==> config.mk <==
export PLATFORM = sky130hd
export DESIGN_NAME = spi_xcvr
export DESIGN_NICKNAME = d
export VERILOG_FILES = /design/src/rtl/spi_xcvr_pkg.sv /design/src/rtl/spi_sync.sv /design/src/rtl/spi_rate_gen.sv /design/src/rtl/spi_shifter.sv /design/src/rtl/spi_regs.sv /design/src/rtl/spi_xcvr.sv
export SDC_FILE = /design/constraint.sdc
export NUM_CORES = 1
export LEC_CHECK = 0
export CORE_UTILIZATION = 49
export DETAILED_ROUTE_END_ITERATION = 8
export GPL_ROUTABILITY_DRIVEN = 0
export GPL_TIMING_DRIVEN = 0
export PLACE_DENSITY = 0.79
export SLEW_MARGIN = 30
export SYNTH_ARGS = -nofsm -noshare
export SYNTH_HDL_FRONTEND = slang
export SYNTH_SLANG_ARGS = --single-unit
==> constraint.sdc <==
create_clock -name clk -period 2.15 [get_ports clk]
set_input_delay 0.3225 -clock clk [delete_from_list [all_inputs] [get_ports clk]]
set_output_delay 0.3225 -clock clk [all_outputs]
set_load 0.005 [all_outputs]
==> src/rtl/spi_xcvr_pkg.sv <==
// Shared constants and types for the serial controller.
// Assumes a two-bit register address space with three used slots.
package spi_xcvr_pkg;

    localparam int ADDR_W = 2;

    typedef enum logic [ADDR_W-1:0] {
        REG_CTRL = 2'd0,
        REG_STAT = 2'd1,
        REG_DATA = 2'd2
    } reg_sel_e;

    // bit positions software depends on
    localparam int CTRL_MASTER_BIT = 0;
    localparam int CTRL_RATE_LSB   = 1;
    localparam int STAT_RXF_BIT    = 0;
    localparam int STAT_TXE_BIT    = 1;
    localparam int STAT_OVF_BIT    = 2;

endpackage

==> src/rtl/spi_sync.sv <==
// Two-flop synchronizer bank for asynchronous serial inputs.
// Assumes inputs change far slower than the module clock; each bit has its own reset level.
module spi_sync #(
    parameter int              W       = 3,
    parameter logic [W-1:0]    RST_VAL = '0
) (
    input  logic         clk,
    input  logic         rst_n,
    input  logic [W-1:0] d,
    output logic [W-1:0] q
);

    generate
        for (genvar i = 0; i < W; i++) begin : g_bit
            logic stage1, stage2;
            // two-stage capture of one asynchronous bit
            always_ff @(posedge clk) begin
                if (!rst_n) begin
                    stage1 <= RST_VAL[i];
                    stage2 <= RST_VAL[i];
                end else begin
                    stage1 <= d[i];
                    stage2 <= stage1;
                end
            end
            assign q[i] = stage2;
        end
    endgenerate

endmodule

==> src/rtl/spi_rate_gen.sv <==
// Half-period tick source for the master serial clock.
// Rate code n gives a half period of 2^(STEP_LOG2*n) module clocks; counting restarts whenever run is low.
module spi_rate_gen #(
    parameter int RATE_W    = 2,
    parameter int STEP_LOG2 = 2
) (
    input  logic              clk,
    input  logic              rst_n,
    input  logic              run,
    input  logic [RATE_W-1:0] rate,
    output logic              tick
);

    localparam int NUM_RATES = 1 << RATE_W;
    localparam int MAX_HALF  = 1 << (STEP_LOG2 * (NUM_RATES - 1));
    localparam int CNT_W     = (MAX_HALF > 1) ? $clog2(MAX_HALF) : 1;

    logic [CNT_W-1:0] cnt;
    logic [CNT_W-1:0] half_m1;

    // terminal count for the selected rate
    always_comb begin
        half_m1 = CNT_W'((32'd1 << (STEP_LOG2 * int'(rate))) - 32'd1);
    end

    assign tick = run && (cnt == half_m1);

    // half-period counter
    always_ff @(posedge clk) begin
        if (!rst_n || !run) begin
            cnt <= '0;
        end else if (tick) begin
            cnt <= '0;
        end else begin
            cnt <= cnt + 1'b1;
        end
    end

endmodule

==> src/rtl/spi_shifter.sv <==
// Shared shift engine for master and slave operation.
// Master: runs on rate ticks and drives the clock; slave: follows synchronized clock/select edges.
// Samples on rising clock, shifts on falling clock, MSB first. Consumes the transmit buffer when free.
module spi_shifter #(
    parameter int DW = 8
) (
    input  logic          clk,
    input  logic          rst_n,
    input  logic          master,
    input  logic          tick,
    input  logic          buf_full,
    input  logic [DW-1:0] buf_data,
    output logic          consume,
    output logic          busy,
    output logic          sck_o,
    output logic          mosi_o,
    input  logic          miso_i,
    input  logic          s_sck,
    input  logic          s_ss_n,
    input  logic          s_mosi,
    output logic          miso_o,
    output logic          done,
    output logic [DW-1:0] rx_byte
);

    localparam int BW = (DW > 1) ? $clog2(DW) : 1;

    logic [DW-1:0] shreg;
    logic [BW-1:0] bitcnt;
    logic          samp;
    logic          busy_q;
    logic          sck_q;
    logic          s_sck_d;
    logic          rise_m, fall_m, s_rise, s_fall, rise, fall, in_bit, last;

    // edge decode for both modes
    always_comb begin
        rise_m  = master && busy_q && tick && !sck_q;
        fall_m  = master && busy_q && tick && sck_q;
        s_rise  = !master && !s_ss_n && s_sck && !s_sck_d;
        s_fall  = !master && !s_ss_n && !s_sck && s_sck_d;
        rise    = rise_m || s_rise;
        fall    = fall_m || s_fall;
        in_bit  = master ? miso_i : s_mosi;
        last    = (bitcnt == BW'(DW - 1));
        done    = fall && last;
        rx_byte = {shreg[DW-2:0], samp};
        consume = buf_full && (master ? (!busy_q || (fall_m && last)) : s_ss_n);
    end

    // delayed slave clock for edge detection
    always_ff @(posedge clk) begin
        if (!rst_n) s_sck_d <= 1'b0;
        else        s_sck_d <= s_sck;
    end

    // shift register load and shift
    always_ff @(posedge clk) begin
        if (!rst_n)       shreg <= '0;
        else if (consume) shreg <= buf_data;
        else if (fall)    shreg <= rx_byte;
    end

    // input bit capture on rising clock
    always_ff @(posedge clk) begin
        if (!rst_n)    samp <= 1'b0;
        else if (rise) samp <= in_bit;
    end

    // bit counter, cleared when idle or deselected
    always_ff @(posedge clk) begin
        if (!rst_n) begin
            bitcnt <= '0;
        end else if (master ? !busy_q : s_ss_n) begin
            bitcnt <= '0;
        end else if (fall) begin
            bitcnt <= last ? '0 : bitcnt + 1'b1;
        end
    end

    // master activity flag
    always_ff @(posedge clk) begin
        if (!rst_n || !master)              busy_q <= 1'b0;
        else if (!busy_q && buf_full)       busy_q <= 1'b1;
        else if (fall_m && last && !buf_full) busy_q <= 1'b0;
    end

    // master serial clock
    always_ff @(posedge clk) begin
        if (!rst_n || !busy_q || !master) sck_q <= 1'b0;
        else if (tick)                    sck_q <= !sck_q;
    end

    assign busy   = busy_q;
    assign sck_o  = sck_q;
    assign mosi_o = (master && busy_q) ? shreg[DW-1] : 1'b0;
    assign miso_o = master ? 1'b0 : shreg[DW-1];


    sck_idle_low_chk: assert property (@(posedge clk) disable iff (!rst_n)
        !busy_q |-> !sck_q);


    slave_abort_chk: assert property (@(posedge clk) disable iff (!rst_n)
        (!master && s_ss_n) |=> (bitcnt == '0));


    done_single_chk: assert property (@(posedge clk) disable iff (!rst_n)
        done |=> !done);

endmodule

==> src/rtl/spi_regs.sv <==
// Register bank: control, status flags, transmit buffer and receive holding register.
// Assumes reads have no side effects except the status-then-data clear sequence.
module spi_regs
    import spi_xcvr_pkg::*;
#(
    parameter int DW     = 8,
    parameter int RATE_W = 2
) (
    input  logic              clk,
    input  logic              rst_n,
    input  logic              bus_en,
    input  logic              bus_wr,
    input  logic [ADDR_W-1:0] bus_addr,
    input  logic [DW-1:0]     bus_wdata,
    output logic [DW-1:0]     bus_rdata,
    output logic              master,
    output logic [RATE_W-1:0] rate,
    output logic              buf_full,
    output logic [DW-1:0]     buf_data,
    input  logic              consume,
    input  logic              done,
    input  logic [DW-1:0]     rx_byte
);

    logic          wr_ctrl, wr_data, rd_stat, rd_data, clr;
    logic          rx_full, ovf, armed;
    logic [DW-1:0] rx_data;

    // bus access decode
    always_comb begin
        wr_ctrl = bus_en && bus_wr  && (bus_addr == REG_CTRL);
        wr_data = bus_en && bus_wr  && (bus_addr == REG_DATA);
        rd_stat = bus_en && !bus_wr && (bus_addr == REG_STAT);
        rd_data = bus_en && !bus_wr && (bus_addr == REG_DATA);
        clr     = rd_data && armed;
    end

    // control register
    always_ff @(posedge clk) begin
        if (!rst_n) begin
            master <= 1'b0;
            rate   <= '0;
        end else if (wr_ctrl) begin
            master <= bus_wdata[CTRL_MASTER_BIT];
            rate   <= bus_wdata[CTRL_RATE_LSB +: RATE_W];
        end
    end

    // transmit buffer: a write fills it, the shifter drains it
    always_ff @(posedge clk) begin
        if (!rst_n) begin
            buf_full <= 1'b0;
            buf_data <= '0;
        end else if (wr_data) begin
            buf_full <= 1'b1;
            buf_data <= bus_wdata;
        end else if (consume) begin
            buf_full <= 1'b0;
        end
    end

    // first half of the clear sequence
    always_ff @(posedge clk) begin
        if (!rst_n || rd_data)            armed <= 1'b0;
        else if (rd_stat && (rx_full || ovf)) armed <= 1'b1;
    end

    // receive holding register, receive-full and overflow
    always_ff @(posedge clk) begin
        if (!rst_n) begin
            rx_full <= 1'b0;
            ovf     <= 1'b0;
            rx_data <= '0;
        end else begin
            if (clr) begin
                rx_full <= 1'b0;
                ovf     <= 1'b0;
            end
            if (done) begin
                if (rx_full && !clr) begin
                    ovf <= 1'b1;
                end else begin
                    rx_data <= rx_byte;
                    rx_full <= 1'b1;
                end
            end
        end
    end

    // read multiplexer
    always_comb begin
        bus_rdata = '0;
        case (bus_addr)
            REG_CTRL: begin
                bus_rdata[CTRL_MASTER_BIT]              = master;
                bus_rdata[CTRL_RATE_LSB +: RATE_W]      = rate;
            end
            REG_STAT: begin
                bus_rdata[STAT_RXF_BIT] = rx_full;
                bus_rdata[STAT_TXE_BIT] = !buf_full;
                bus_rdata[STAT_OVF_BIT] = ovf;
            end
            REG_DATA: bus_rdata = rx_data;
            default:  bus_rdata = '0;
        endcase
    end


    rxf_clear_chk: assert property (@(posedge clk) disable iff (!rst_n)
        $fell(rx_full) |-> $past(rd_data && armed));


    ovf_keep_chk: assert property (@(posedge clk) disable iff (!rst_n)
        $rose(ovf) |-> $stable(rx_data));


    txe_rise_chk: assert property (@(posedge clk) disable iff (!rst_n)
        $fell(buf_full) |-> $past(consume));

endmodule

==> src/rtl/spi_xcvr.sv <==
// Top level of the serial peripheral controller.
// Joins the register bank, rate generator, input synchronizers and shift engine.
// Assumes the slave serial clock is at least eight times slower than clk.
module spi_xcvr
    import spi_xcvr_pkg::*;
#(
    parameter int DW        = 8,
    parameter int RATE_W    = 2,
    parameter int STEP_LOG2 = 2
) (
    input  logic              clk,
    input  logic              rst_n,
    input  logic              bus_en,
    input  logic              bus_wr,
    input  logic [ADDR_W-1:0] bus_addr,
    input  logic [DW-1:0]     bus_wdata,
    output logic [DW-1:0]     bus_rdata,
    output logic              sck_o,
    output logic              mosi_o,
    input  logic              miso_i,
    input  logic              sck_i,
    input  logic              ss_n_i,
    input  logic              mosi_i,
    output logic              miso_o
);

    logic              master, buf_full, consume, busy, tick, done;
    logic [RATE_W-1:0] rate;
    logic [DW-1:0]     buf_data, rx_byte;
    logic [2:0]        sync_q;

    spi_regs #(.DW(DW), .RATE_W(RATE_W)) u_regs (
        .clk(clk), .rst_n(rst_n),
        .bus_en(bus_en), .bus_wr(bus_wr), .bus_addr(bus_addr),
        .bus_wdata(bus_wdata), .bus_rdata(bus_rdata),
        .master(master), .rate(rate),
        .buf_full(buf_full), .buf_data(buf_data), .consume(consume),
        .done(done), .rx_byte(rx_byte)
    );

    spi_rate_gen #(.RATE_W(RATE_W), .STEP_LOG2(STEP_LOG2)) u_rate (
        .clk(clk), .rst_n(rst_n), .run(busy && master), .rate(rate), .tick(tick)
    );

    // order: {mosi, ss_n, sck}; select idles high
    spi_sync #(.W(3), .RST_VAL(3'b010)) u_sync (
        .clk(clk), .rst_n(rst_n), .d({mosi_i, ss_n_i, sck_i}), .q(sync_q)
    );

    spi_shifter #(.DW(DW)) u_shift (
        .clk(clk), .rst_n(rst_n), .master(master), .tick(tick),
        .buf_full(buf_full), .buf_data(buf_data), .consume(consume), .busy(busy),
        .sck_o(sck_o), .mosi_o(mosi_o), .miso_i(miso_i),
        .s_sck(sync_q[0]), .s_ss_n(sync_q[1]), .s_mosi(sync_q[2]),
        .miso_o(miso_o), .done(done), .rx_byte(rx_byte)
    );

endmodule

==> metrics.yaml, run 1 <==
pwr:
  combPwrFrac: 0.076
  fin_total_pwr_uw: 1720
  p_leak_uw: 0.000989
  power.density_nw_per_um2: 600
  peakVddDrop_v: 0.000404
  p_clk_frac: 0.375
  p_seq_frac: 0.549
  switchingPower_uw: 367
  intPower_uw: 1350
  swShare: 0.213
sta:
  maxSlewHeadroom: 0.625
  clock.fmax_mhz: 427
  max_slew.worst_pin.slew_ns: 0.558
  finalMaxSlewViolations: 0
  finalCritPeriodShare: 1.09
  worst_slack_ns: -0.193
  rsz0062_at_grt: "true"
  final_hold_viol_count: 0
  setup_viol: 25
  clock_skew_ns: 0.00457
  min_period_ns: 2.34
clock_network:
  cts_tree: "yes"
  h-tree-depth: 2
  ctsHoldBuffers: 0
  clk_pin_slew_ns: 0.09
  cts_buffers: 5
  clock_sinks: 50
  cts-root-buf: "clkbuf_8"
  clock_path_buffers: 2
  clk_latency_ns: 0.30
placed_design:
  hpwl_mm: 3.19
  place_area_um2: 2610
  io_buffers: 27
global_route:
  grt_pass1_vias: 1769
  grt_max_degree: 15
  antenna_found_initial: 0
  grt_overflow: 0
  grt_pass1_wl_mm: 8.24
  grtUsageTotal: 0.212
layout:
  syn2layout_area_growth_pct: 27.1
  num_antenna_cells: 0
  fillerInstances: 361
  nets: 313
  layout.cells.most_common: "dfxtp_1"
  final_area_um2: 2870
  drive_gt1_frac: 0.144
  final_cell_mix: "48 x dfxtp_1, 46 x nand2_1, 26 x clkdlybuf4s50_1, 25 x mux2i_1"
synthesis:
  synth_edf_count: 0
  synth.avg_cell_area_um2: 9.13
  netlist_area_um2: 2250
  synth_seq_area_share: 0.444
  yosys_warnings: 0
  ys.flop_type: "dfxtp_1"
  ys_types: 43
  syn_nets: 269
  ys_async_sr_fraction: 0
  synthCells: 247
  ys_seq_elements: 50
floorplan:
  dieWidth_um: 69.8
  rows: 24
  die-area_um2: 4880
  initial_core_util: 0.514
  coreArea_um2: 4380
  io_pins: 29
  die_h_um: 69.8
drt:
  vias: 1841
  drtPass1Iterations: 5
  drt_iter0_drc: 87
  ant_nets: 0
  viasPerCell: 5.35
  drcViolationCount: 0
  wirelength_mm: 4.73
  wire_per_inst_um: 13.8
critical_path:
  r2r_start: "u_regs.rate[0]"
  crit_arrival_ns: 2.58
  r2r_cells: 9
  crit_fanout: 10
  critPathMaxStageDelay_ns: 0.45
  critical_path.startpoint_type: "register"
  critPathMostFrequentCell: "buf_6"
  worstPathCellList: "or2_4, ha_4, or2b_2, or4b_4, o31a_1, buf_6, or2_0, buf_6, a21oi_1"
  required_ns: 2.39
  endpoint_kind: "register"
  critPathKind: "register to register"
  startpoint: "u_regs.rate[0]"
  crit_path_top_delay_cell: "or4b_4"
outcome:
  status: "finished, violations left"
  violations: "setup timing"
job:
  drv_cap: 0
worst_hold_path:
  holdCritStartpoint: "u_sync.g_bit[1].stage1"
  hold_depth: 1
  hold_path_class: "register to register"
per-layer routing:
layer | vias up | part of all wire | global-route usage
li1 | 935 | - | -
met3 | 11 | 0.053 | 0.0422
met1 | 843 | 0.46 | 0.278
met2 | 52 | 0.47 | 0.345
met5 | - | 0 | 0
met4 | 0 | 0.017 | 0.0778
cell type report:
| cell class | instances | area (um2) | share of cell area |
|---|---|---|---|
| multi-input combinational | 179 | 1230 | 0.429 |
| sequential | 50 | 1010 | 0.352 |
| timing repair buffer | 37 | 349 | 0.122 |
| buffer | 13 | 90.1 | 0.0314 |
| clock buffer | 7 | 76.3 | 0.0266 |
| tap | 52 | 65.1 | 0.0227 |
| clock inverter | 1 | 30.0 | 0.0105 |
| inverter | 5 | 18.8 | 0.00655 |
critical path: cells and delay by family (launching register included):
kind | cells | cell delay, ns
buffers and inverters | 2 | 0.29
AO/OA/AOI/OAI | 2 | 0.39
AND/OR/NAND/NOR | 4 | 1.09
flip-flops | 1 | 0.36
adder cells (fa/ha/maj) | 1 | 0.16
logic make-up after synthesis:
family / share of synthesized area
DFF: 0.444
adders and majority gates: 0.0222
muxes: 0.116
buffers and inverters: 0.0433
xor gates and xnor gates: 0.0233
and+or+nand+nor: 0.224
AOI/OAI and AO/OA: 0.127
power by group through the flow:
stage,clock [uW],sequential (uW),combinational (uW)
after floorplan,0,966,64.2
after global placement,0,969,117
after detailed placement,0,969,118
after CTS,651,944,127
after global routing,686,946,145
final,645,945,131
registers in the layout (all words and copies together), names as in the netlist, 2 cells and up:
| signal | count |
|---|---|
| u_shift.shreg | 8 |
| u_sync.g_bit.stage2 | 3 |
| u_regs.rate | 2 |
| u_rate.cnt | 6 |
| u_sync.g_bit.stage1 | 3 |
| u_regs.rx_data | 8 |
| u_regs.buf_data | 8 |
| u_shift.bitcnt | 3 |
synthesized netlist by cell type (3+ instances only):
master / count / area (um2)
xor2_1: 3 / 26.3
inv_1: 4 / 15.0
nand2_1: 47 / 176
xnor2_1: 3 / 26.3
a21boi_0: 9 / 67.6
nor2b_1: 5 / 31.3
o21ai_0: 8 / 40.0
a21oi_1: 12 / 60.1
nand3b_1: 3 / 22.5
nor2_1: 11 / 41.3
buf_6: 3 / 33.8
mux2i_1: 25 / 250
o31ai_1: 8 / 60.1
nand3_1: 3 / 15.0
and2_1: 11 / 68.8
clkbuf_1: 8 / 30.0
nand2b_1: 3 / 18.8
ha_1: 4 / 50.1
dfxtp_1: 50 / 1000
repair_timing:
item,4_1_cts,5_1_grt
pin swaps,6,4
hold endpoints to repair,0,0
resized for setup,15,10
cloned,1,0
setup buffers,8,1
endpoints found under the setup margin,34,36
path summary, 6_finish.rpt:
| path | endpoint | slack [ns] |
|---|---|---|
| min reg2reg | u_sync.g_bit[1].stage2 | 0.43 |
| min | u_sync.g_bit[1].stage2 | 0.43 |
| max | u_shift.shreg[4] | -0.19 |
| max reg2reg | u_shift.shreg[4] | -0.19 |
metrics by stage:
step	setup WS (ns)	util	std cells	hold slack, ns	TNS, ns
final	-0.193	0.654	344	0.429	-3.44
after global routing	-0.277	0.654	344	0.445	-5.74
after CTS	-0.170	0.643	343	0.430	-2.91
after detailed placement	-0.365	0.595	326	0.402	-7.44
after global placement	-0.371	0.595	326	0.397	-6.76
after floorplan	-0.0298	-	247	0.386	-0.311
Power figures use the tool's default switching activity.
==> run 2, diff against run 1 <==
--- a/config.mk
+++ b/config.mk
@@ -10,6 +10,8 @@
 export GPL_ROUTABILITY_DRIVEN = 0
 export GPL_TIMING_DRIVEN = 0
 export PLACE_DENSITY = 0.79
+export REMOVE_ABC_BUFFERS = 1
+export SETUP_SLACK_MARGIN = 0.05
 export SLEW_MARGIN = 30
 export SYNTH_ARGS = -nofsm -noshare
 export SYNTH_HDL_FRONTEND = slang
==> run 2 against run 1 <==
Cell count shrank 3.2%. Via count fell by 3.2%. Clock skew increased by 0.0062 ns. Non-clock buffer count fell by 13. Routed wire length rose by 2.8%. Critical path type unchanged. Cell area fell by 1.1%. Worst hold slack worse by 0.11 ns. Fmax up 2.8%. The run still ends with setup timing left.
==> metrics.yaml, run 2 (synthesis gave the netlist of run 1 again) <==
outcome:
  status: "finished, violations left"
  violations: "setup timing"
placed_design:
  placed_cells: 316
  io_buffers: 28
  hpwl_mm: 2.98
  place_area_um2: 2550
  pre_cts_ws_ns: -0.655
worst_hold_path:
  hold_depth: 3
  hold_path_class: "primary input to register"
  min_to: "u_regs.armed"
  holdCritStartpoint: "rst_n"
layout:
  finish.utilization: 0.646
  syn2layout_area_growth_pct: 25.7
  drive_gt1_frac: 0.167
  multi_input_area_um2: 1280
  top_regs: "u_regs.buf_data: 8 flops, u_regs.rx_data: 8 flops, u_shift.shreg: 8 flops"
  nets: 302
  num_antenna_cells: 0
  stdcell_count: 333
  seq_area_um2: 1010
  final_cell_mix: "47 x nand2_1, 47 x dfxtp_1, 25 x mux2i_1, 25 x clkdlybuf4s50_1"
  final_area_um2: 2830
  fillerInstances: 365
sta:
  clock_skew_ns: 0.0107
  clock.fmax_mhz: 439
  rsz0062_at_grt: "true"
  finalCritPeriodShare: 1.06
  maxSlewHeadroom: 0.545
  setup_viol: 12
  max_slew.worst_pin.slew_ns: 0.678
  worst_slack_ns: -0.130
  min_period_ns: 2.28
  final_hold_viol_count: 0
  finalMaxSlewViolations: 0
  hold_ws_ns: 0.323
floorplan:
  initial_core_util: 0.514
  die_h_um: 69.8
  rows: 24
  dieWidth_um: 69.8
  die-area_um2: 4880
  coreArea_um2: 4380
  io_pins: 29
critical_path:
  ff2ff_setup_slack_ns: -0.13
  r2r_start: "u_regs.rate[1]"
  worstPathCellList: "or2_4, ha_4, or2b_2, or4b_4, buf_6, o31a_1, o31ai_2, a21oi_2"
  critPathKind: "register to register"
  required_ns: 2.35
  r2r_cells: 8
  crit_arrival_ns: 2.48
  critical_path.startpoint_type: "register"
  critPathMaxStageDelay_ns: 0.46
  crit_fanout: 5
  endpoint_kind: "register"
  reg2reg_to: "u_shift.shreg[2]"
  crit_path_top_delay_cell: "or4b_4"
drt:
  wirelength_mm: 4.87
  drt_iter0_drc: 115
  drtPass1Iterations: 4
  vias: 1783
  routed.top_layer: "met4"
  wl_met2_mm: 2.22
  drcViolationCount: 0
  wl_met1_mm: 2.29
  ant_nets: 0
  viasPerCell: 5.35
  route.met3.wl_um: 171
  wire_per_inst_um: 14.6
global_route:
  grtUsageTotal: 0.220
  grt_max_degree: 43
  grt_pass1_vias: 1763
  grt_pass1_wl_mm: 8.36
  antenna_found_initial: 0
  grt_overflow: 0
pwr:
  peakVddDrop_v: 0.000534
  power.density_nw_per_um2: 579
  p_leak_uw: 0.000959
clock_network:
  cts_buffers: 5
  cts-root-buf: "clkbuf_8"
  clock_sinks: 50
  clk_latency_ns: 0.31
  clk_pin_slew_ns: 0.09
  h-tree-depth: 2
  cts_tree: "yes"
  clock_path_buffers: 2
job:
  drv_cap: 0
[run 2: what timing repair did]
action                                  4_1_cts  5_1_grt
hold buffers                                  0        0
cloned                                        2        0
resized for setup                            26       11
endpoints found under the hold margin         0        0
endpoints found under the setup margin       39       33
pin swaps                                    11        6
buffers inserted                              7        0
[run 2: critical path: cells and delay by family (launching register included)]
kind                       cells  cell delay (ns)
and+or+nand+nor                3             0.88
AOI/OAI and AO/OA              3             0.66
DFF                            1             0.35
buffers and inverters          1             0.14
adders and majority gates      1             0.15
[run 2: worst max-delay path by stage]
stage,startpoint,to,slack (ns),cells past startpoint
after floorplan,u_regs.rate[0],u_regs.rx_data[0],-0.65,7
after global placement,u_regs.rate[1],u_regs.rx_data[6],-1.03,7
after detailed placement,u_regs.rate[0],u_regs.rx_data[1],-0.65,7
after CTS,u_regs.rate[1],u_shift.shreg[0],-0.13,7
after global routing,u_regs.rate[1],u_shift.shreg[2],-0.19,8
final,u_regs.rate[1],u_shift.shreg[2],-0.13,8
[run 2: routing by layer]
metal / up-vias / GRT usage
met5: - / 0
met2: 40 / 0.339
met4: 0 / 0.122
met3: 14 / 0.0509
met1: 814 / 0.285
li1: 915 / -
[run 2: through the flow]
stage	total power (uW)	setup TNS, ns
5_1_grt	1710	-2.37
6_report	1640	-0.691
4_1_cts	1650	-1.84
3_5_place_dp	1080	-14.07
3_3_place_gp	1080	-22.33
2_1_floorplan	1010	-8.71
[run 2: power breakdown]
group | internal (uW) | leakage (uW) | switching, uW
logic | 68.2 | 0.000504 | 62.5
registers | 937 | 0.000407 | 8.78
clock network | 260 | 0.0000482 | 304
[run 2: layout make-up]
type | instances | area share
Sequential cell | 50 | 0.356
Timing Repair Buffer | 37 | 0.128
Tap cell | 52 | 0.0230
Clock buffer | 7 | 0.0305
Inverter | 5 | 0.00662
Multi-Input combinational cell | 181 | 0.453
Clock inverter | 1 | 0.00177
